==> src/rtl/bbx_pkg.sv <==
package bbx_pkg;
    typedef enum logic [1:0] {
        ACC_FETCH = 2'd0,
        ACC_LOAD  = 2'd1,
        ACC_STORE = 2'd2,
        ACC_DATA  = 2'd3
    } acc_e;

    typedef enum logic [2:0] {
        SEL_IBASE = 3'd0,
        SEL_ILIM  = 3'd1,
        SEL_DBASE = 3'd2,
        SEL_DLIM  = 3'd3,
        SEL_ATTR  = 3'd4
    } cfg_sel_e;

    typedef enum logic [1:0] {
        SEG_USER      = 2'd0,
        SEG_KCACHED   = 2'd1,
        SEG_KUNCACHED = 2'd2,
        SEG_KONLY     = 2'd3
    } seg_e;

    localparam logic [2:0] ATTR_UNCACHED = 3'd2;
endpackage

==> src/rtl/bbx_cfg_regs.sv <==
module bbx_cfg_regs #(
    parameter int AW       = 32,
    parameter int ATTR_W   = 3,
    parameter int RGN_BITS = 3,
    localparam int NRGN    = 1 << RGN_BITS,
    localparam int ATTR_RW = NRGN * ATTR_W
) (
    input  logic              clk,
    input  logic              rst_n,
    input  logic              we,
    input  logic [2:0]        sel,
    input  logic [AW-1:0]     wdata,
    output logic [AW-1:0]     base   [2],
    output logic [AW-1:0]     limit  [2],
    output logic [ATTR_RW-1:0] attr
);
    import bbx_pkg::*;

    always_ff @(posedge clk or negedge rst_n) begin
        if (!rst_n) begin
            base[0]  <= '0;
            base[1]  <= '0;
            limit[0] <= '0;
            limit[1] <= '0;
            attr     <= '0;
        end else if (we) begin
            unique case (sel)
                SEL_IBASE: base[0]  <= wdata;
                SEL_ILIM:  limit[0] <= wdata;
                SEL_DBASE: base[1]  <= wdata;
                SEL_DLIM:  limit[1] <= wdata;
                SEL_ATTR:  attr     <= wdata[ATTR_RW-1:0];
                default:   ;
            endcase
        end
    end
endmodule

==> src/rtl/bbx_seg_decode.sv <==
module bbx_seg_decode
    import bbx_pkg::*;
(
    input  logic [2:0] top_bits,
    output seg_e       seg
);
    always_comb begin
        unique case (top_bits)
            3'b100:  seg = SEG_KCACHED;
            3'b101:  seg = SEG_KUNCACHED;
            3'b110,
            3'b111:  seg = SEG_KONLY;
            default: seg = SEG_USER;
        endcase
    end
endmodule

==> src/rtl/bbx_bound_check.sv <==
module bbx_bound_check #(
    parameter int AW = 32
) (
    input  logic [AW-1:0] vaddr,
    input  logic [AW-1:0] base,
    input  logic [AW-1:0] limit,
    output logic          in_bounds,
    output logic [AW-1:0] reloc
);
    always_comb begin
        in_bounds = (vaddr < limit);
        reloc     = vaddr + base;
    end
endmodule

==> src/rtl/bbx_xlate.sv <==
module bbx_xlate #(
    parameter int AW       = 32,
    parameter int ATTR_W   = 3,
    parameter int RGN_BITS = 3
) (
    input  logic              clk,
    input  logic              rst_n,
    input  logic              cfg_we,
    input  logic [2:0]        cfg_sel,
    input  logic [AW-1:0]     cfg_wdata,
    input  logic              req_valid,
    input  logic [AW-1:0]     req_vaddr,
    input  logic [1:0]        req_type,
    input  logic              req_user,
    output logic              rsp_valid,
    output logic [AW-1:0]     rsp_paddr,
    output logic [ATTR_W-1:0] rsp_attr,
    output logic              rsp_fault
);
    import bbx_pkg::*;

    localparam int NRGN    = 1 << RGN_BITS;
    localparam int ATTR_RW = NRGN * ATTR_W;
    localparam int NSIDE   = 2;

    logic [AW-1:0]      base  [NSIDE];
    logic [AW-1:0]      limit [NSIDE];
    logic [ATTR_RW-1:0] attr_reg;
    logic [NSIDE-1:0]   inb;
    logic [AW-1:0]      reloc [NSIDE];
    seg_e               seg;
    logic               side;
    logic [RGN_BITS-1:0] rgn;
    logic [ATTR_W-1:0]  rgn_attr;

    logic [AW-1:0]      nx_paddr;
    logic [ATTR_W-1:0]  nx_attr;
    logic               nx_fault;

    bbx_cfg_regs #(.AW(AW), .ATTR_W(ATTR_W), .RGN_BITS(RGN_BITS)) u_regs (
        .clk(clk), .rst_n(rst_n), .we(cfg_we), .sel(cfg_sel), .wdata(cfg_wdata),
        .base(base), .limit(limit), .attr(attr_reg)
    );

    bbx_seg_decode u_seg (
        .top_bits(req_vaddr[AW-1 -: 3]),
        .seg(seg)
    );

    for (genvar s = 0; s < NSIDE; s++) begin : g_side
        bbx_bound_check #(.AW(AW)) u_chk (
            .vaddr(req_vaddr), .base(base[s]), .limit(limit[s]),
            .in_bounds(inb[s]), .reloc(reloc[s])
        );
    end

    always_comb begin
        side     = (acc_e'(req_type) != ACC_FETCH);
        rgn      = req_vaddr[AW-1 -: RGN_BITS];
        rgn_attr = attr_reg[rgn*ATTR_W +: ATTR_W];
        nx_paddr = '0;
        nx_attr  = '0;
        nx_fault = 1'b0;
        unique case (seg)
            SEG_USER: begin
                if (inb[side]) begin
                    nx_paddr = reloc[side];
                    nx_attr  = rgn_attr;
                end else begin
                    nx_fault = 1'b1;
                end
            end
            SEG_KCACHED: begin
                nx_paddr = {3'b000, req_vaddr[AW-4:0]};
                nx_attr  = rgn_attr;
            end
            SEG_KUNCACHED: begin
                nx_paddr = {3'b000, req_vaddr[AW-4:0]};
                nx_attr  = ATTR_UNCACHED;
            end
            SEG_KONLY: begin
                nx_paddr = req_vaddr;
                nx_attr  = rgn_attr;
            end
        endcase
        if (req_user && seg != SEG_USER) begin
            nx_fault = 1'b1;
            nx_paddr = '0;
            nx_attr  = '0;
        end
    end

    always_ff @(posedge clk or negedge rst_n) begin
        if (!rst_n) begin
            rsp_valid <= 1'b0;
            rsp_paddr <= '0;
            rsp_attr  <= '0;
            rsp_fault <= 1'b0;
        end else begin
            rsp_valid <= req_valid;
            rsp_paddr <= nx_paddr;
            rsp_attr  <= nx_attr;
            rsp_fault <= nx_fault;
        end
    end


    valid_follow_chk: assert property (@(posedge clk) disable iff (!rst_n)
        req_valid |=> rsp_valid);

    user_kseg_fault_chk: assert property (@(posedge clk) disable iff (!rst_n)
        (req_valid && req_user && req_vaddr[AW-1]) |=> (rsp_fault && rsp_paddr == '0));

    kuncached_attr_chk: assert property (@(posedge clk) disable iff (!rst_n)
        (req_valid && !req_user && req_vaddr[AW-1 -: 3] == 3'b101)
        |=> (!rsp_fault && rsp_attr == ATTR_UNCACHED));

    kcached_map_chk: assert property (@(posedge clk) disable iff (!rst_n)
        (req_valid && !req_user && req_vaddr[AW-1 -: 3] == 3'b100)
        |=> (!rsp_fault && rsp_paddr == {3'b000, $past(req_vaddr[AW-4:0])}));

    konly_pass_chk: assert property (@(posedge clk) disable iff (!rst_n)
        (req_valid && !req_user && req_vaddr[AW-1 -: 2] == 2'b11)
        |=> (!rsp_fault && rsp_paddr == $past(req_vaddr)));

    fault_zero_chk: assert property (@(posedge clk) disable iff (!rst_n)
        (rsp_valid && rsp_fault) |-> (rsp_paddr == '0 && rsp_attr == '0));
endmodule

==> config.mk <==
export PLATFORM = sky130hd
export DESIGN_NAME = bbx_xlate
export DESIGN_NICKNAME = d
export VERILOG_FILES = /design/src/rtl/bbx_pkg.sv /design/src/rtl/bbx_cfg_regs.sv /design/src/rtl/bbx_seg_decode.sv /design/src/rtl/bbx_bound_check.sv /design/src/rtl/bbx_xlate.sv
export SDC_FILE = /design/constraint.sdc
export NUM_CORES = 1
export LEC_CHECK = 0
export BUFFER_PORTS_ARGS = -buffer_cell sky130_fd_sc_hd__buf_2
export CAP_MARGIN = 20
export CORE_AREA = 5 5 170 172
export DETAILED_ROUTE_END_ITERATION = 10
export DIE_AREA = 0 0 175 177
export PLACE_DENSITY = 0.57
export SKIP_CTS_REPAIR_TIMING = 1
export SYNTH_ARGS = -nofsm -noshare
export SYNTH_HDL_FRONTEND = slang
export SYNTH_SLANG_ARGS = --single-unit
export TNS_END_PERCENT = 30
==> constraint.sdc <==
create_clock -name clk -period 7.1 [get_ports clk]
set_input_delay 1.42 -clock clk [delete_from_list [all_inputs] [get_ports clk]]
set_output_delay 1.42 -clock clk [all_outputs]
set_load 0.01 [all_outputs]
* Yosys cells after proc, flatten, opt, wreduce, memory -nomap -nowiden
Cells that the tools add are included.
** Cells by class
- Magnitude comparators :: 4
- Equality and inequality tests :: 11
- Shifts and indexed selects :: 1
- Multiplexer cells :: 15
- Bitwise operators :: 1
- $mul :: 1
- Reduce and logical (&&, ||, !) cells :: 13
- Add/sub/neg operators :: 2
** Operator list (count)
- 32-bit 2-to-1 mux :: 5
- 32-bit one-hot mux with 3 select lines :: 1
- 32-bit adder :: 2
- 32-bit less-than comparator :: 2
- 24-bit by 6-bit indexed part select with 3-bit output :: 1
- 3-bit == test (second input constant) :: 5
- 2-bit AND reduction :: 5
- 3-bit one-hot mux with 3 select lines :: 1
- 3-bit by 2-bit == test with 1-bit output (second input constant) :: 2
- 3-bit 2-to-1 mux :: 2
- 2-bit one-hot mux with 3 select lines :: 1
- 2-bit OR reduction :: 3
- 3-bit by 2-bit multiplier with 5-bit output (second input constant) :: 1
- 1-bit 2-to-1 mux :: 5
- 2-bit == test (second input constant) :: 2
- 2-bit nonzero test :: 2
- 3-bit by 1-bit == test with 1-bit output (second input constant) :: 1
- 3-bit zero test :: 1
- 2-bit by 1-bit == test with 1-bit output (second input constant) :: 1
- 2-bit greater-or-equal comparator (second input constant) :: 1
- 2-bit zero test :: 1
- 1-bit by 2-bit less-than comparator with 1-bit output (second input constant) :: 1
- 1-bit inverter with 2-bit output :: 1
- 1-bit logical AND :: 1
** Word-level totals
- Input bits :: 74
- Word-level logic and storage cells :: 57
- Flip-flop bits (word level) :: 189

* Longest topological paths before layout
Gate-level depths: netlist of run 1.
- Depth in word-level cells :: 8
- Mapped depth :: 14

* By module
Synthesis of run 1 repeated with hierarchy kept, for this count alone.
** Unflattened totals
- Cells, all modules :: 1127
- Area, all modules :: 12637.1 um^2
** Modules (own cells, without submodules)
- bbx_cfg_regs :: times used 1, cells an instance 326, area each 5731.7 um^2, seq. area each 3803.6 um^2
- bbx_bound_check :: times used 2, cells an instance 309, area each 2406.1 um^2, seq. area each 0.0 um^2
- bbx_xlate :: times used 1, cells an instance 180, area each 2074.5 um^2, seq. area each 925.9 um^2
- bbx_seg_decode :: times used 1, cells an instance 3, area each 18.8 um^2, seq. area each 0.0 um^2

* Worst setup path before layout of run 1
Ideal clock, no wire load.
- Kind :: input to register
- From :: input req_type[1]
- To :: register rsp_paddr[30]
- Data arrival time :: 4.659 ns
- Slack :: 2.320 ns
- Path buffers :: 1
- Stages :: 13
- Required time :: 6.979 ns
- Path through :: nor2_1 > clkbuf_1 > mux2_2 > ha_1 > and2_4 > nor3b_1 > a211o_1 > o21ai_1 > or3b_1 > a311oi_2 > o31ai_1 > xor2_1 > a22o_1
** Between the ends
- Longest elaborated chain between the ends :: 8
- Elaborated cells between the ends (all ways) :: 10
** RTL lines
- start: declaration :: RTL line bbx_xlate.sv:13 : input logic [1:0] req_type,
- 2-bit nonzero test * :: RTL line bbx_xlate.sv:58 : side = (acc_e'(req_type) != ACC_FETCH);
- 1-bit inverter with 2-bit output (not written as such) :: RTL line bbx_xlate.sv:67 : nx_paddr = reloc[side];
- 32-bit 2-to-1 mux (not written as such) (3 in a row) :: RTL line bbx_xlate.sv:67
- 32-bit 2-to-1 mux * :: RTL line bbx_xlate.sv:66 : if (inb[side]) begin
- 32-bit one-hot mux with 3 select lines * :: RTL line bbx_xlate.sv:64 : unique case (seg)
- 32-bit 2-to-1 mux * :: RTL line bbx_xlate.sv:86 : if (req_user && seg != SEG_USER) begin
- named net nx_paddr[30] :: RTL line bbx_xlate.sv:36 : logic [AW-1:0] nx_paddr;
- end signal: assignment :: RTL line bbx_xlate.sv:101 : rsp_paddr <= nx_paddr;
- end: declaration :: RTL line bbx_xlate.sv:16 : output logic [AW-1:0] rsp_paddr,
The timed path passes the listed nets; every way through them passes the cells marked *. The select of a mux whose other input is x is not followed.
A chain may end at the register's enable or synchronous reset.

* Worst setup path after layout of run 1
Same ends and word-level chain as after synthesis.

==> out/results.ini, run 1 <==
[power_and_ir_drop]
leakagePower_nw=5.79
peakVddDrop_mv=0.168
p_per_area_nw_per_um2=287
power.total_mw=3.52

[setup_path]
path_class=primary input to register
setup.worst_path.end_class=register
start_kind=primary input
reg2reg_depth=12
rrSetupSlack_ns=3.68
crit_fanout=22
required_ns=7.42
slowest_stage=buf_4
reg2reg_to=rsp_paddr[30]
rr_startpoint=u_regs.base[32]
cpPeakStageDelay_ns=0.43
worstPathCellList=buf_2, nor2_4, buf_4, mux2_2, ha_1, a21oi_1, o21ai_1, a211oi_1, nor3_1, or3b_1, a311oi_2, o31ai_1, xor2_1, a22o_1
arrival_ns=5.02

[die]
io_pins=111
core_area_um2=27300
placementRows=61
die_w_um=175
fp.dieArea_um2=31000
die_h_um=177
initial_core_util_pct=39.2

[place]
numPortBuffers=110
dp_hpwl_mm=20.7
place_congestion=0.866
place_area_um2=11700

[synthesis]
synth_nets=1153
synth_flop_cell=dfrtp_1
yosysSeqAreaShare_pct=44.2
synth_cells=976
netlist_area_um2=10700
ys_types=56
synth-edff-count=0
synth_area_per_cell_um2=11.0
ys_top_cells_by_area=dfrtp_1, mux2_2, ha_1
ys_ff_latch=189
yosysWarnings=0
async_reset_ff_share_pct=100
synth_largest_area_cell=dfrtp_1
synthDominantCellAreaShare_pct=44.2

[final_layout]
antenna_cells=0
drive_gt1_share_pct=29.5
reg_top3=u_regs.base x64, u_regs.limit x64, rsp_paddr x32
fillers=2540
stdcell_area_um2=12300
syn_to_final_growth_pct=14.7
final_core_util_pct=44.9
final_nets=1257

[global_routing]
grt_pass1_vias=7749
grt_pass1_wl_mm=44.3
overflow=0
grt_usage_pct=18.2
antenna_found_initial=0
grt_max_degree=102

[hold_path]
hold_depth=1
min_path_type=register to register
hold_end=u_regs.attr[8]
min-delay-start=u_regs.attr[8]

[sta]
skew_ns=0.0109
grt_setup_unrepaired=no
fin_crit_sh_pct=66.2
worst_slew_pin_slew_ns=1.00
hold_viol_final=0
post-route-min-period_ns=4.70
setup_violations=0
whs_ns=0.501
slew_headroom_pct=33.1
slew_viol_final=0
finalSetupTns_ns=0
clock.fmax_ghz=0.213

[clock_tree]
numCtsBuffers=17
clockRootBuffer=clkbuf_16
worst_skew_pair.late_latency_ns=0.44
clock-sinks=189
clk_pin_slew_worst_paths_ns=0.07
h-tree-depth=4
cts_buffer_depth=2
cts_tree=built

[drt]
ant_nets=0
wl_mm=27.5
via_per_inst=5.30
drc=0
dr_total_vias=7625
wl_per_cell_um=19.1
drtPass1Iterations=4
dr.first_iter.drc_count=463

[job]
maxCapViolations=0

[run_status]
status=completed

-- synth_stat cells, types with 5 or more instances --
cell type    n
ha_1       102
a2111oi_0    6
o21ai_0     57
xor2_1      11
o211ai_1     6
nor2_1      35
o21ai_1      8
nand4_1     13
a21o_1      14
nor2b_1      5
nand2_1     79
clkbuf_1    31
inv_1       72
xnor2_1     15
nand2b_1     6
a22o_1      28
nand3_1     12
a21oi_1     58
dfrtp_1    189
nor3_1       8
mux4_2       5
mux2_2     153
-- area by class of cell --
| type | instances | area (µm²) | share of cell area [%] |
|---|---|---|---|
| clock inverter | 14 | 146 | 1.19 |
| inverter | 72 | 270 | 2.20 |
| timing repair buffer | 120 | 647 | 5.27 |
| clock buffer | 18 | 439 | 3.58 |
| sequential | 189 | 4730 | 38.5 |
| tap | 346 | 433 | 3.53 |
| multi-input combinational | 680 | 5620 | 45.7 |
-- per-layer routing --
layer	track usage (%)	wire length (µm)	vias up	part of all wire, %
met5	0	0	-	0
met3	2.54	1080	20	3.9
met1	26.3	13400	3727	49
met4	3.99	291	0	1.1
li1	-	-	3720	-
met2	29.5	12700	158	46
-- report_power, final --
part	internal (mW)	switching, mW	leakage, nW
clock network	0.508	0.461	0.288
logic	0.529	0.610	3.19
registers	1.31	0.105	2.32
-- metrics by stage --
step / std cells / worst slack [ns]
2_1_floorplan: 976 / 2.32
3_3_place_gp: 1406 / 2.05
3_5_place_dp: 1407 / 1.95
4_1_cts: 1439 / 2.40
5_1_grt: 1439 / 2.19
6_report: 1439 / 2.40
-- worst max path at each step --
stage	from	endpoint	slack (ns)	depth (start not counted)
after floorplan	req_type[1]	rsp_paddr[30]	2.32	13
after global placement	req_type[1]	rsp_paddr[30]	2.05	14
after detailed placement	req_type[1]	rsp_paddr[30]	1.95	14
after CTS	req_type[1]	rsp_paddr[30]	2.40	14
after global routing	req_type[1]	rsp_paddr[30]	2.19	13
final	req_type[1]	rsp_paddr[30]	2.40	14
-- cell families after synthesis --
group / synth area share [%]
xor+xnor: 2.13
compound gates: 12.4
buf+inv: 3.76
flops: 44.2
simple gates: 7.93
fa+ha+maj: 12.1
mux: 17.5
-- cells in the final DEF (no fill, tap or decap), drive strengths merged, types with 7 or more instances in the layout --
master,netlist,layout
nor2,35,35
xor2,11,11
a21oi,58,58
nand4,13,13
o21ai,65,65
xnor2,15,15
nor3,8,8
clkbuf,31,19
mux2,153,153
nand3,12,12
dfrtp,189,189
buf,4,119
a21o,14,14
ha,102,102
nand2,80,80
inv,72,81
a22o,28,28
a2111oi,7,7
-- critical path: cells and delay by family --
family          cells  cell delay, ns
buf+inv             2            0.54
fa+ha+maj           1            0.36
compound gates      6            1.25
mux                 1            0.39
simple gates        3            0.88
xor+xnor            1            0.15
Power figures use the tool's default switching activity.
==> inputs of run 2 (changes only) <==
ABC_AREA = 1   (was default)
CORE_AREA = 5 5 173 175   (was 5 5 170 172)
DIE_AREA = 0 0 178 180   (was 0 0 175 177)
PLACE_DENSITY = 0.59   (was 0.57)
clock period = 4.3 ns   (was 7.1 ns; I/O delays follow)
==> run 2 against run 1 <==
Critical path depth is 1 higher. Largest cell class unchanged. Highest routed layer unchanged. Clock power is 68% higher. Register-to-register slack worse by 2.0 ns. Setup slack worse by 1.3 ns.
==> out/results.ini, run 2 <==
[final_layout]
reg_top3=u_regs.base x64, u_regs.limit x64, rsp_paddr x32
syn_to_final_growth_pct=14.4
antenna_cells=0
layout_commonest_cell=nand2_1
stdcell_area_um2=12700
drive_gt1_share_pct=13.7
mostFrequentLayoutCells=nand2_1, dfrtp_1, o21ai_0
final_core_util_pct=44.9
final_nets=1658
final_cells=1877
fillers=2834

[drt]
drtPass1Iterations=7
drc=0
ant_nets=0
dr.first_iter.drc_count=713
wl_per_cell_um=16.7
wl_mm=31.4
via_per_inst=5.00
dr_total_vias=9394

[place]
numPortBuffers=110
place_congestion=0.930
dp_hpwl_mm=23.9
dp_slack_ns=0.640
place_area_um2=12100
placed_cells=1845

[synthesis]
async_reset_ff_share_pct=100
synthDominantCellAreaShare_pct=42.6
ys_ff_latch=189
ys_top_cells_by_area=dfrtp_1, nand2_1, ha_1
synth_cells=1384
synthTopCellsByCount=nand2_1, dfrtp_1, o21ai_0
netlist_area_um2=11100
synth_area_per_cell_um2=8.03
synth_largest_area_cell=dfrtp_1
yosysSeqAreaShare_pct=42.6
synth-edff-count=0
synth_flop_cell=dfrtp_1
yosysWarnings=0
synth_nets=1561
ys_types=45
yosysMostFrequentCell=nand2_1

[setup_path]
arrival_ns=3.60
reg2reg_depth=13
start_kind=primary input
path_class=primary input to register
setup.worst_path.end_class=register
required_ns=4.66
crit_fanout=22

[clock_tree]
cts_buffer_depth=2
numCtsBuffers=17
clockRootBuffer=clkbuf_16
h-tree-depth=4
clock-sinks=189
worst_skew_pair.late_latency_ns=0.44
clk_pin_slew_worst_paths_ns=0.07
cts_tree=built

[die]
placementRows=62
die_h_um=180
io_pins=111
core_area_um2=28300
initial_core_util_pct=39.2
fp.dieArea_um2=32000
die_w_um=178

[sta]
worst_slack_ns=1.07
whs_ns=0.482
finalSetupTns_ns=0
skew_ns=0.0127
clock.fmax_ghz=0.309
hold_viol_final=0
setup_violations=0
slew_headroom_pct=49.0
grt_setup_unrepaired=no
fin_crit_sh_pct=75.2
slew_viol_final=0
post-route-min-period_ns=3.23
worst_slew_pin_slew_ns=0.765

[power_and_ir_drop]
power.total_mw=5.65
leakagePower_nw=6.57
peakVddDrop_mv=0.278
p_per_area_nw_per_um2=445

[hold_path]
hold_depth=2
min_path_type=register to register

[global_routing]
antenna_found_initial=0
grt_usage_pct=20.1
grt_pass1_wl_mm=50.7
grt_pass1_vias=9354
overflow=0
grt_max_degree=92

[run_status]
status=completed

[job]
maxCapViolations=0

run 2: cell count changes after synthesis, moves of 6 or more:
cell       delta
a2111oi_0     -6
a21o_1       -11
a22o_1       -28
inv_1        +90
inv_2         +7
mux2_2      -122
nand2_1     +277
nand2b_1      -6
nand3_1      +58
nor2_1       +38
o21ai_0     +113
o21ai_1      +21
o22ai_1       +7
xor2_1        -9
run 2: cells by family (layout without fill, tap and decap cells):
logic type / count (synthesis) / after routing / share of synthesized area [%]
AOI/OAI and AO/OA: 293 / 293 / 13.9
xor gates and xnor gates: 18 / 18 / 1.42
adders and majority gates: 103 / 103 / 11.7
buffers and inverters: 212 / 321 / 7.31
DFF: 189 / 189 / 42.6
muxes: 32 / 32 / 3.23
and+or+nand+nor: 537 / 537 / 19.9
run 2: metal layers:
| metal | track usage, % | routed length (µm) | share of wire [%] |
|---|---|---|---|
| met2 | 30.4 | 13700 | 44 |
| met1 | 29.7 | 15100 | 48 |
| met4 | 4.95 | 660 | 2.1 |
| met5 | 0 | 0 | 0 |
| met3 | 3.76 | 1900 | 6.0 |
run 2: report_power, final:
group / leakage (nW) / internal (mW) / total (mW) / switching (mW)
Clock: 0.287 / 0.916 / 1.63 / 0.711
Sequential: 2.40 / 2.10 / 2.26 / 0.160
Combinational: 3.88 / 0.673 / 1.77 / 1.09
Total: 6.57 / 3.69 / 5.65 / 1.96
run 2: layout make-up:
type | count | area (µm²) | area share (%)
clock buffers | 18 | 429 | 3.38
clock inverters | 13 | 164 | 1.29
inverters | 170 | 638 | 5.02
multi-input cells | 983 | 5590 | 44.0
flip-flops and latches | 189 | 4730 | 37.2
well taps | 384 | 480 | 3.78
repair buffers | 120 | 672 | 5.29
run 2: worst paths after layout:
kind                                  from              end  slack, ns
hold reg to reg            u_regs.base[34]  u_regs.base[34]       0.48
setup reg to reg           u_regs.limit[5]     rsp_paddr[2]       1.66
min in group asynchronous            rst_n        rsp_valid       0.49
setup / recovery               req_type[1]    rsp_paddr[30]       1.07
max in group asynchronous            rst_n    rsp_paddr[31]       2.83
hold / removal             u_regs.base[34]  u_regs.base[34]       0.48
run 2: critical path, stage by stage:
cell,delay [ns]
buf_2,0.12
nor2_4,0.41
buf_12,0.25
mux2_2,0.35
ha_1,0.36
nand2_1,0.19
nor2_1,0.28
nand2_1,0.11
nor2_1,0.11
nand2_1,0.11
nand3_1,0.10
nand2_1,0.05
nor2_1,0.11
nand2_1,0.06
a21oi_1,0.13
==> inputs of run 3 (changes only) <==
clock period = 2.9 ns   (was 4.3 ns; I/O delays follow)
==> run 3 against run 2 <==
Final cell count rose by 4.8%. Combinational power rose by 70%. Sequential power rose by 49%. Largest cell class unchanged. Register-to-register slack got worse by 1.1 ns. Via count rose by 4.8%. Utilization rose by 2.5 points. Hold slack got worse by 0.32 ns. Sequential share of layout area fell by 1.9 points.
==> out/results.ini, run 3 (synthesized netlist as in run 2, its figures left out) <==
[sta]
clock.fmax_ghz=0.375
fin_crit_sh_pct=92.0
grt_setup_unrepaired=no
setup_violations=0
slew_viol_final=0
worst_slew_pin_slew_ns=0.690
slew_headroom_pct=54.0
skew_ns=0.0109
worst_slack_ns=0.233
hold_viol_final=0
post-route-min-period_ns=2.67

[clock_tree]
clk_pin_slew_worst_paths_ns=0.08
worst_skew_pair.late_latency_ns=0.44
numCtsBuffers=17
cts_tree=built
clockRootBuffer=clkbuf_16
cts_buffer_depth=2
clock-sinks=189
h-tree-depth=4

[place]
dp_slack_ns=-0.187
place_congestion=0.945
numPortBuffers=110
dp_hpwl_mm=25.5

[setup_path]
setup.worst_path.end_class=register
start_kind=primary input
required_ns=3.27
arrival_ns=3.04
rrSetupSlack_ns=0.56
crit_fanout=27
rr_startpoint=u_regs.base[46]
reg2reg_to=rsp_paddr[26]
reg2reg_depth=12
path_class=primary input to register

[drt]
ant_nets=0
met2_length_mm=14.7
wl_per_cell_um=16.9
dr.max_layer_used=met4
via_per_inst=5.01
wl_mm=33.2
drt-met1-wl_mm=16.2
dr.first_iter.drc_count=649
met3_length_mm=1.75
dr_total_vias=9845
drtPass1Iterations=5
drc=0

[global_routing]
grt_usage_pct=21.1
overflow=0
grt_max_degree=77
grt_pass1_vias=9634
grt_pass1_wl_mm=53.1
antenna_found_initial=2

[die]
die_h_um=180
placementRows=62
die_w_um=178
fp.dieArea_um2=32000
core_area_um2=28300
io_pins=111
initial_core_util_pct=39.2

[run_status]
status=completed

[final_layout]
drive_gt1_share_pct=18.6
syn_to_final_growth_pct=20.6
layout_commonest_cell=nand2_1
final_nets=1747
mostFrequentLayoutCells=nand2_1, dfrtp_1, o21ai_0
final_core_util_pct=47.3
antenna_cells=0
reg_top3=u_regs.base x64, u_regs.limit x64, rsp_paddr x32

[power_and_ir_drop]
p_per_area_nw_per_um2=655
leakagePower_nw=7.01
peakVddDrop_mv=0.420

[hold_path]
min_path_type=primary input to async pin

[job]
maxCapViolations=0

-- run 3: how the worst max path moves through the flow --
stage	cells after the start	end	start
floorplan	15	rsp_paddr[19]	req_type[1]
global placement	15	rsp_paddr[26]	req_type[1]
detailed placement	15	rsp_paddr[26]	req_type[1]
CTS	15	rsp_paddr[26]	req_type[1]
global route	15	rsp_paddr[26]	req_type[1]
finish	15	rsp_paddr[26]	req_type[1]
-- run 3: report_power, final --
group / switching [mW] / internal, mW / total, mW
clock network: 1.16 / 1.24 / 2.40
registers: 0.246 / 3.11 / 3.36
logic: 1.72 / 1.29 / 3.01
total: 3.13 / 5.64 / 8.77
-- run 3: worst max-delay path: stages --
cell	delay (ns)
buf_2	0.12
nor2_4	0.12
buf_12	0.21
mux2_2	0.39
ha_1	0.32
buf_4	0.15
nand2_1	0.17
nor2_1	0.13
a21oi_1	0.24
nor2_1	0.07
nor3_1	0.21
nand2_1	0.08
nand2_1	0.06
nand2_1	0.04
o21ai_1	0.12
-- run 3: through the flow --
stage	setup TNS (ns)	total power [mW]	instances	area [µm²]	hold slack [ns]
final	0	8.77	1967	13400	0.161
after global routing	0	9.41	1967	13400	0.189
after global placement	-2.03	6.38	1935	12800	0.461
after CTS	0	8.85	1967	13400	0.190
after detailed placement	-2.38	6.42	1935	12800	0.468
after floorplan	0	5.16	1384	11100	0.284
-- run 3: area by class of cell --
cell class / instances / area [µm²]
clock inverter: 14 / 165
fill: 2839 / 14900
inverter: 170 / 638
multi-input combinational: 983 / 5590
tap: 384 / 480
timing repair buffer: 209 / 1370
sequential: 189 / 4730
clock buffer: 18 / 429
-- run 3: layer usage --
metal  vias to the layer above  global-route usage [%]
met5                         -                       0
li1                       4922                       -
met3                        24                    2.46
met2                       219                    32.1
met1                      4680                    32.1
met4                         0                    5.23
